### src/rtl/sst_pkg.sv
package sst_pkg;

  // Length of one sample interval in ticks for a given base select and multiplier.
  function automatic int unsigned interval_ticks(
    input logic        coarse_sel,
    input int unsigned mult,
    input int unsigned fine_base,
    input int unsigned coarse_base,
    input int unsigned offset
  );
    return (coarse_sel ? coarse_base : fine_base) * mult + offset;
  endfunction

endpackage

### src/rtl/sst_tick_gen.sv
module sst_tick_gen #(
  parameter int unsigned CLK_DIV = 15259
) (
  input  logic clk,
  input  logic rst_n,
  output logic tick
);
  localparam int unsigned DIV_W = (CLK_DIV > 1) ? $clog2(CLK_DIV) : 1;

  logic [DIV_W-1:0] cnt_q, cnt_d;
  logic             tick_q, tick_d;
  logic             wrap;

  always_comb begin
    wrap   = (cnt_q == DIV_W'(CLK_DIV - 1));
    cnt_d  = wrap ? '0 : cnt_q + DIV_W'(1);
    tick_d = wrap;
  end

  always_ff @(posedge clk or negedge rst_n) begin
    if (!rst_n) begin
      cnt_q  <= '0;
      tick_q <= 1'b0;
    end else begin
      cnt_q  <= cnt_d;
      tick_q <= tick_d;
    end
  end

  assign tick = tick_q;
endmodule

### src/rtl/sst_period_timer.sv
module sst_period_timer
  import sst_pkg::*;
#(
  parameter int unsigned SET_W       = 8,
  parameter int unsigned FINE_BASE   = 2,
  parameter int unsigned COARSE_BASE = 62,
  parameter int unsigned OFFSET      = 1,
  parameter int unsigned FAST_LIMIT  = 7,
  parameter int unsigned RESET_SET   = 1
) (
  input  logic             clk,
  input  logic             rst_n,
  input  logic             tick,
  input  logic             hold,
  input  logic             wr,
  input  logic [SET_W-1:0] val,
  output logic             stb,
  output logic             fast
);
  localparam int unsigned MULT_W  = SET_W - 1;
  localparam int unsigned MAX_LEN = COARSE_BASE * ((2 ** MULT_W) - 1) + OFFSET;
  localparam int unsigned PER_W   = $clog2(MAX_LEN + 1);

  logic [SET_W-1:0] set_q, set_d;
  logic [SET_W-1:0] act_q, act_d;
  logic [PER_W-1:0] cnt_q, cnt_d;
  logic             stb_q, stb_d;
  logic [PER_W-1:0] len;
  logic             last;

  always_comb begin
    len   = PER_W'(interval_ticks(act_q[SET_W-1], 32'(act_q[MULT_W-1:0]),
                                  FINE_BASE, COARSE_BASE, OFFSET));
    last  = (cnt_q == len - PER_W'(1));
    set_d = wr ? val : set_q;
    act_d = act_q;
    cnt_d = cnt_q;
    stb_d = 1'b0;
    if (hold) begin
      cnt_d = '0;
      act_d = set_q;
    end else if (tick) begin
      if (last) begin
        cnt_d = '0;
        stb_d = 1'b1;
        act_d = set_q;
      end else begin
        cnt_d = cnt_q + PER_W'(1);
      end
    end
  end

  always_ff @(posedge clk or negedge rst_n) begin
    if (!rst_n) begin
      set_q <= SET_W'(RESET_SET);
      act_q <= SET_W'(RESET_SET);
      cnt_q <= '0;
      stb_q <= 1'b0;
    end else begin
      set_q <= set_d;
      act_q <= act_d;
      cnt_q <= cnt_d;
      stb_q <= stb_d;
    end
  end

  assign stb  = stb_q;
  assign fast = (set_q <= SET_W'(FAST_LIMIT));
endmodule

### src/rtl/sst_sleep_ctl.sv
module sst_sleep_ctl #(
  parameter int unsigned SLEEP_W        = 8,
  parameter int unsigned HALF_SEC_TICKS = 4096
) (
  input  logic               clk,
  input  logic               rst_n,
  input  logic               tick,
  input  logic               wr,
  input  logic [SLEEP_W-1:0] val,
  output logic               active
);
  localparam int unsigned MAX_TICKS = ((2 ** SLEEP_W) - 1) * HALF_SEC_TICKS;
  localparam int unsigned SCNT_W    = $clog2(MAX_TICKS + 1);

  logic              act_q, act_d;
  logic [SCNT_W-1:0] scnt_q, scnt_d;
  logic              start;

  always_comb begin
    start  = wr && !act_q && (val != '0);
    act_d  = act_q;
    scnt_d = scnt_q;
    if (start) begin
      act_d  = 1'b1;
      scnt_d = SCNT_W'(val) * SCNT_W'(HALF_SEC_TICKS);
    end else if (act_q && tick) begin
      if (scnt_q == SCNT_W'(1)) begin
        act_d  = 1'b0;
        scnt_d = '0;
      end else begin
        scnt_d = scnt_q - SCNT_W'(1);
      end
    end
  end

  always_ff @(posedge clk or negedge rst_n) begin
    if (!rst_n) begin
      act_q  <= 1'b0;
      scnt_q <= '0;
    end else begin
      act_q  <= act_d;
      scnt_q <= scnt_d;
    end
  end

  assign active = act_q;
endmodule

### src/rtl/sample_sleep_timer.sv
module sample_sleep_timer #(
  parameter int unsigned CLK_DIV        = 15259,
  parameter int unsigned SET_W          = 8,
  parameter int unsigned SLEEP_W        = 8,
  parameter int unsigned FINE_BASE      = 2,
  parameter int unsigned COARSE_BASE    = 62,
  parameter int unsigned OFFSET         = 1,
  parameter int unsigned FAST_LIMIT     = 7,
  parameter int unsigned RESET_SET      = 1,
  parameter int unsigned HALF_SEC_TICKS = 4096
) (
  input  logic               clk,
  input  logic               rst_n,
  input  logic               period_wr,
  input  logic [SET_W-1:0]   period_val,
  input  logic               sleep_wr,
  input  logic [SLEEP_W-1:0] sleep_val,
  output logic               sample_stb,
  output logic               fast_mode,
  output logic               sleep_act
);
  logic [1:0] rst_sync_q;
  logic       rst_int_n;
  logic       tick;

  // Asynchronous assertion, synchronous release.
  always_ff @(posedge clk or negedge rst_n) begin
    if (!rst_n) rst_sync_q <= 2'b00;
    else        rst_sync_q <= {rst_sync_q[0], 1'b1};
  end
  assign rst_int_n = rst_sync_q[1];

  sst_tick_gen #(.CLK_DIV(CLK_DIV)) u_tick (
    .clk   (clk),
    .rst_n (rst_int_n),
    .tick  (tick)
  );

  sst_sleep_ctl #(
    .SLEEP_W        (SLEEP_W),
    .HALF_SEC_TICKS (HALF_SEC_TICKS)
  ) u_sleep (
    .clk    (clk),
    .rst_n  (rst_int_n),
    .tick   (tick),
    .wr     (sleep_wr),
    .val    (sleep_val),
    .active (sleep_act)
  );

  sst_period_timer #(
    .SET_W       (SET_W),
    .FINE_BASE   (FINE_BASE),
    .COARSE_BASE (COARSE_BASE),
    .OFFSET      (OFFSET),
    .FAST_LIMIT  (FAST_LIMIT),
    .RESET_SET   (RESET_SET)
  ) u_period (
    .clk   (clk),
    .rst_n (rst_int_n),
    .tick  (tick),
    .hold  (sleep_act),
    .wr    (period_wr),
    .val   (period_val),
    .stb   (sample_stb),
    .fast  (fast_mode)
  );
endmodule

### config.mk
export PLATFORM = sky130hd
export DESIGN_NAME = sample_sleep_timer
export DESIGN_NICKNAME = d
export VERILOG_FILES = /design/src/rtl/sst_pkg.sv /design/src/rtl/sst_tick_gen.sv /design/src/rtl/sst_period_timer.sv /design/src/rtl/sst_sleep_ctl.sv /design/src/rtl/sample_sleep_timer.sv
export SDC_FILE = /design/constraint.sdc
export NUM_CORES = 1
export LEC_CHECK = 0
export BUFFER_PORTS_ARGS = -buffer_cell sky130_fd_sc_hd__buf_2
export CORE_MARGIN = 2
export CORE_UTILIZATION = 62
export DETAILED_ROUTE_END_ITERATION = 10
export PLACE_DENSITY = 0.81
export RECOVER_POWER = 25
export SKIP_LAST_GASP = 1
export SLEW_MARGIN = 10
export SYNTH_ARGS = -nofsm -noshare
export SYNTH_HDL_FRONTEND = slang
export SYNTH_HIERARCHICAL = 1
export SYNTH_SLANG_ARGS = --single-unit
### constraint.sdc
create_clock -name clk -period 2.9 [get_ports clk]
set_clock_uncertainty 0.05 [all_clocks]
set_input_delay 0.58 -clock clk [delete_from_list [all_inputs] [get_ports clk]]
set_output_delay 0.58 -clock clk [all_outputs]
set_load 0.005 [all_outputs]
==> out/results.txt <==
Commonest cells in the netlist: dfrtp_1 (66), nor2_1 (39), ha_1 (31), inv_1 (31), nand2_1 (24)
Post-synth top area share: 36.6%
Initial drt markers: 184
Initial DRT Pass Iterations: 4
WS Path Type: reg -> reg
Max-slew violation count: 0
Via/cell ratio: 5.79
Combinational power share: 53.9%
Global routing met1 resource utilization: 34.4%
Number of antenna violations at the first check in global routing: 0
Clk pwr share: 21.2%
Clock transition at path regs: 0.08 ns
Status: complete, but fails checks
FFs w/ async S/R, synth: 100%
DRT Wirelength: 9940 µm
Crit end category: flip-flop
Number of global-route vias before repair: 3666
R2R Path Start: u_period/act_q[7]
Pin count of the biggest net entering global routing: 32
Worst EP required: 3.07 ns
CP max stage cell: fa_1
Chip height: 89.3 µm
Largest area contributor in the netlist: dfrtp_1
Post-route ant nets: 0
Worst stage delay on the critical path: 0.61 ns
FF+latch area: 0.00171 mm²
Prevailing post-synth register cell: dfrtp_1
N_diodes: 0
Cts bufs inserted: 9
Htree depth: 3
Die width: 89.3 µm
Crit path arrival time: 4.72 ns
Relative slew slack: 17.5%
Sequential share of power: 24.9%
Fraction of layout cells with a size suffix above 1: 27.7%
Worst-Margin Slew: 1.24 ns
Area contributors post-synth: dfrtp_1 (37%), ha_1 (8.6%), fa_1 (7.1%)
Period utilisation layout: 157%
Detailed placer's ending HPWL: 7260 µm
M2 GR Usage: 46.9%
# setup viols final: 22
Busiest layer in global routing: met2
Drt drc: 0
NetSw: 1640 µW
Hold WC Path Type: reg -> reg
Final core utilization: 76.7%
CTS Buffer Depth: 2
Ys Warns: 6
Number of synthesized register bits: 68
Port-buffer cells: 22
Placed cell count: 598
WP buf/inv: 4
Worst Hold Slack: 0.310 ns
Unrepaired setup endpoints after global routing: yes
Hold Path End: rst_sync_q[1]
Crit path max-delay family: adder cells
Failing checks: negative setup slack
Row Count: 31
Static leakage: 0.00261 µW
Clock latency on the worst-skew pair: 0.34 ns
Post-synthesis cell type count: 60
Flop2flop setup slack: -1.64 ns
Min cycle time layout: 4.54 ns
Syn nets: 512
Total power divided by cell area: 827 mW/mm²
Seq/Total Area, Yosys: 37.8%
Max IR drop VDD: 0.519 mV
Vias: 3583
First-pass GRT wire length: 16500 µm
# IOs: 23
Hold path cells: 0
Total gr overflow: 0
Max Fclk: 0.220 GHz
Met3 Use GR: 4.71%
Starting Density: 63.2%
Multi-input logic area: 0.00280 mm²
CTS tree: done
Critical path peak fanout: 9
EDFF count, synth: 0
FILL cells: 500
Most frequent cell after synthesis: dfrtp_1
Sink Count: 68
Final worst setup slack: -1.64 ns
Max-Cap Viols: 0
Gr usage total: 27.0%
Mapped Area: 0.00451 mm²
Die area: 0.00797 mm²
Sw Share: 36.3%
Post-synthesis area per instance: 10.1 µm²
FF-to-FF End: u_period/act_q[2]
FF-to-FF path depth: 14
HP Start: rst_sync_q[0]
Wirelength per Cell: 16.1 µm
Critical Path Start Type: flip-flop
Internal: 2880 µW
CTS root buffer: clkbuf_8
Final Hold Vio Count: 0
Fin nets: 582
Non-Filler Instances: 619
Core ar.: 0.00714 mm²
Layout area overhead: 21.3%
GPL Wtd Cong: 0.866
Post-Synthesis Cells: 445
Most used cell, CP: fa_1
CP Cell Sequence: buf_4 > nand2_1 > inv_1 > fa_1 > fa_1 > fa_1 > ha_4 > buf_4 > xnor2_1 > xnor2_1 > or4_4 > o41ai_4 > buf_12 > mux2_4
-- how the worst max path moves through the flow --
stage | slack, ns | to | cells after the start | from
6_report | -1.64 | u_period/act_q[2] | 14 | u_period/act_q[7]
5_1_grt | -1.81 | u_period/act_q[2] | 15 | u_period/act_q[0]
4_1_cts | -1.64 | u_period/act_q[2] | 15 | u_period/act_q[7]
3_5_place_dp | -1.78 | u_period/act_q[5] | 14 | u_period/act_q[7]
3_3_place_gp | -1.59 | u_period/act_q[6] | 14 | u_period/act_q[7]
2_1_floorplan | -1.72 | u_period/act_q[7] | 14 | u_period/act_q[0]
-- metrics by stage --
| stage | instance area, µm² | worst slack [ns] | TNS (ns) | total power [µW] |
|---|---|---|---|---|
| after floorplan | 4590 | -1.72 | -35.63 | 2600 |
| after global placement | 5080 | -1.59 | -33.53 | 3250 |
| after detailed placement | 5080 | -1.78 | -37.68 | 3310 |
| after CTS | 5410 | -1.64 | -34.50 | 4450 |
| after global routing | 5470 | -1.81 | -38.43 | 4840 |
| final | 5470 | -1.64 | -34.85 | 4520 |
-- power by group through the flow --
| stage | Clock (µW) | Sequential [µW] | Combinational (µW) |
|---|---|---|---|
| finish | 958 | 1130 | 2440 |
| global route | 1010 | 1140 | 2690 |
| CTS | 974 | 1120 | 2350 |
| detailed placement | 0 | 1140 | 2170 |
| global placement | 0 | 1130 | 2120 |
| floorplan | 0 | 1130 | 1470 |
-- cell families after synthesis --
group           synth area share (%)
simple gates                    18.8
compound gates                  11.5
flops                           37.8
fa+ha+maj                       15.7
buf+inv                         4.11
xor+xnor                        7.38
mux                             4.66
other cells                   0.0831
-- layer usage --
layer  wire length [µm]  part of all wire [%]  up-vias
li1                   -                     -     1716
met1               4190                    42     1748
met2               5180                    52       97
met3                392                   3.9       22
met4                180                   1.8        0
met5                  0                     0        -
-- worst register-to-register path, stage by stage, from the launching register on --
cell	delay (ns)
dfrtp_2	0.47
buf_4	0.16
nand2_1	0.07
inv_1	0.06
fa_1	0.46
fa_1	0.51
fa_1	0.61
ha_4	0.24
buf_4	0.14
xnor2_1	0.22
xnor2_1	0.12
or4_4	0.55
o41ai_4	0.27
buf_12	0.19
mux2_4	0.30
-- repair_timing --
action                     4_1_cts  5_1_grt
pin swaps                        8        5
gates resized for setup         11        8
hold buffers                     1        0
setup endpoints to repair       22       22
hold endpoints to repair         2        0
setup buffers                    2        2
-- registers in the layout (all words and copies together) (netlist names) --
name and count:
rst_sync_q 2, u_period/act_q 8, u_period/cnt_q 13, u_period/set_q 8, u_period/stb 1, u_sleep/active 1
u_sleep/scnt_q 20, u_tick/cnt_q 14, u_tick/tick 1
-- layout by cell type (no fill, tap or decap), types with 16 or more instances in the layout --
cell / Yosys / final
xor2_1: 16 / 16
dfrtp_1: 66 / 65
buf_2: 2 / 20
nand2_1: 24 / 24
inv_1: 31 / 27
xnor2_1: 22 / 22
buf_4: 3 / 44
ha_1: 31 / 28
o21ai_0: 19 / 18
nor2_1: 39 / 39
-- final cells by class --
type / instances / share of cell area (%)
Inverter: 31 / 2.17
Clock buffer: 10 / 2.51
Multi-Input combinational cell: 336 / 51.1
Timing Repair Buffer: 69 / 8.76
Clock inverter: 6 / 2.03
Sequential cell: 68 / 31.2
Tap cell: 99 / 2.26
No activity file was read; power rests on OpenSTA's default activity.
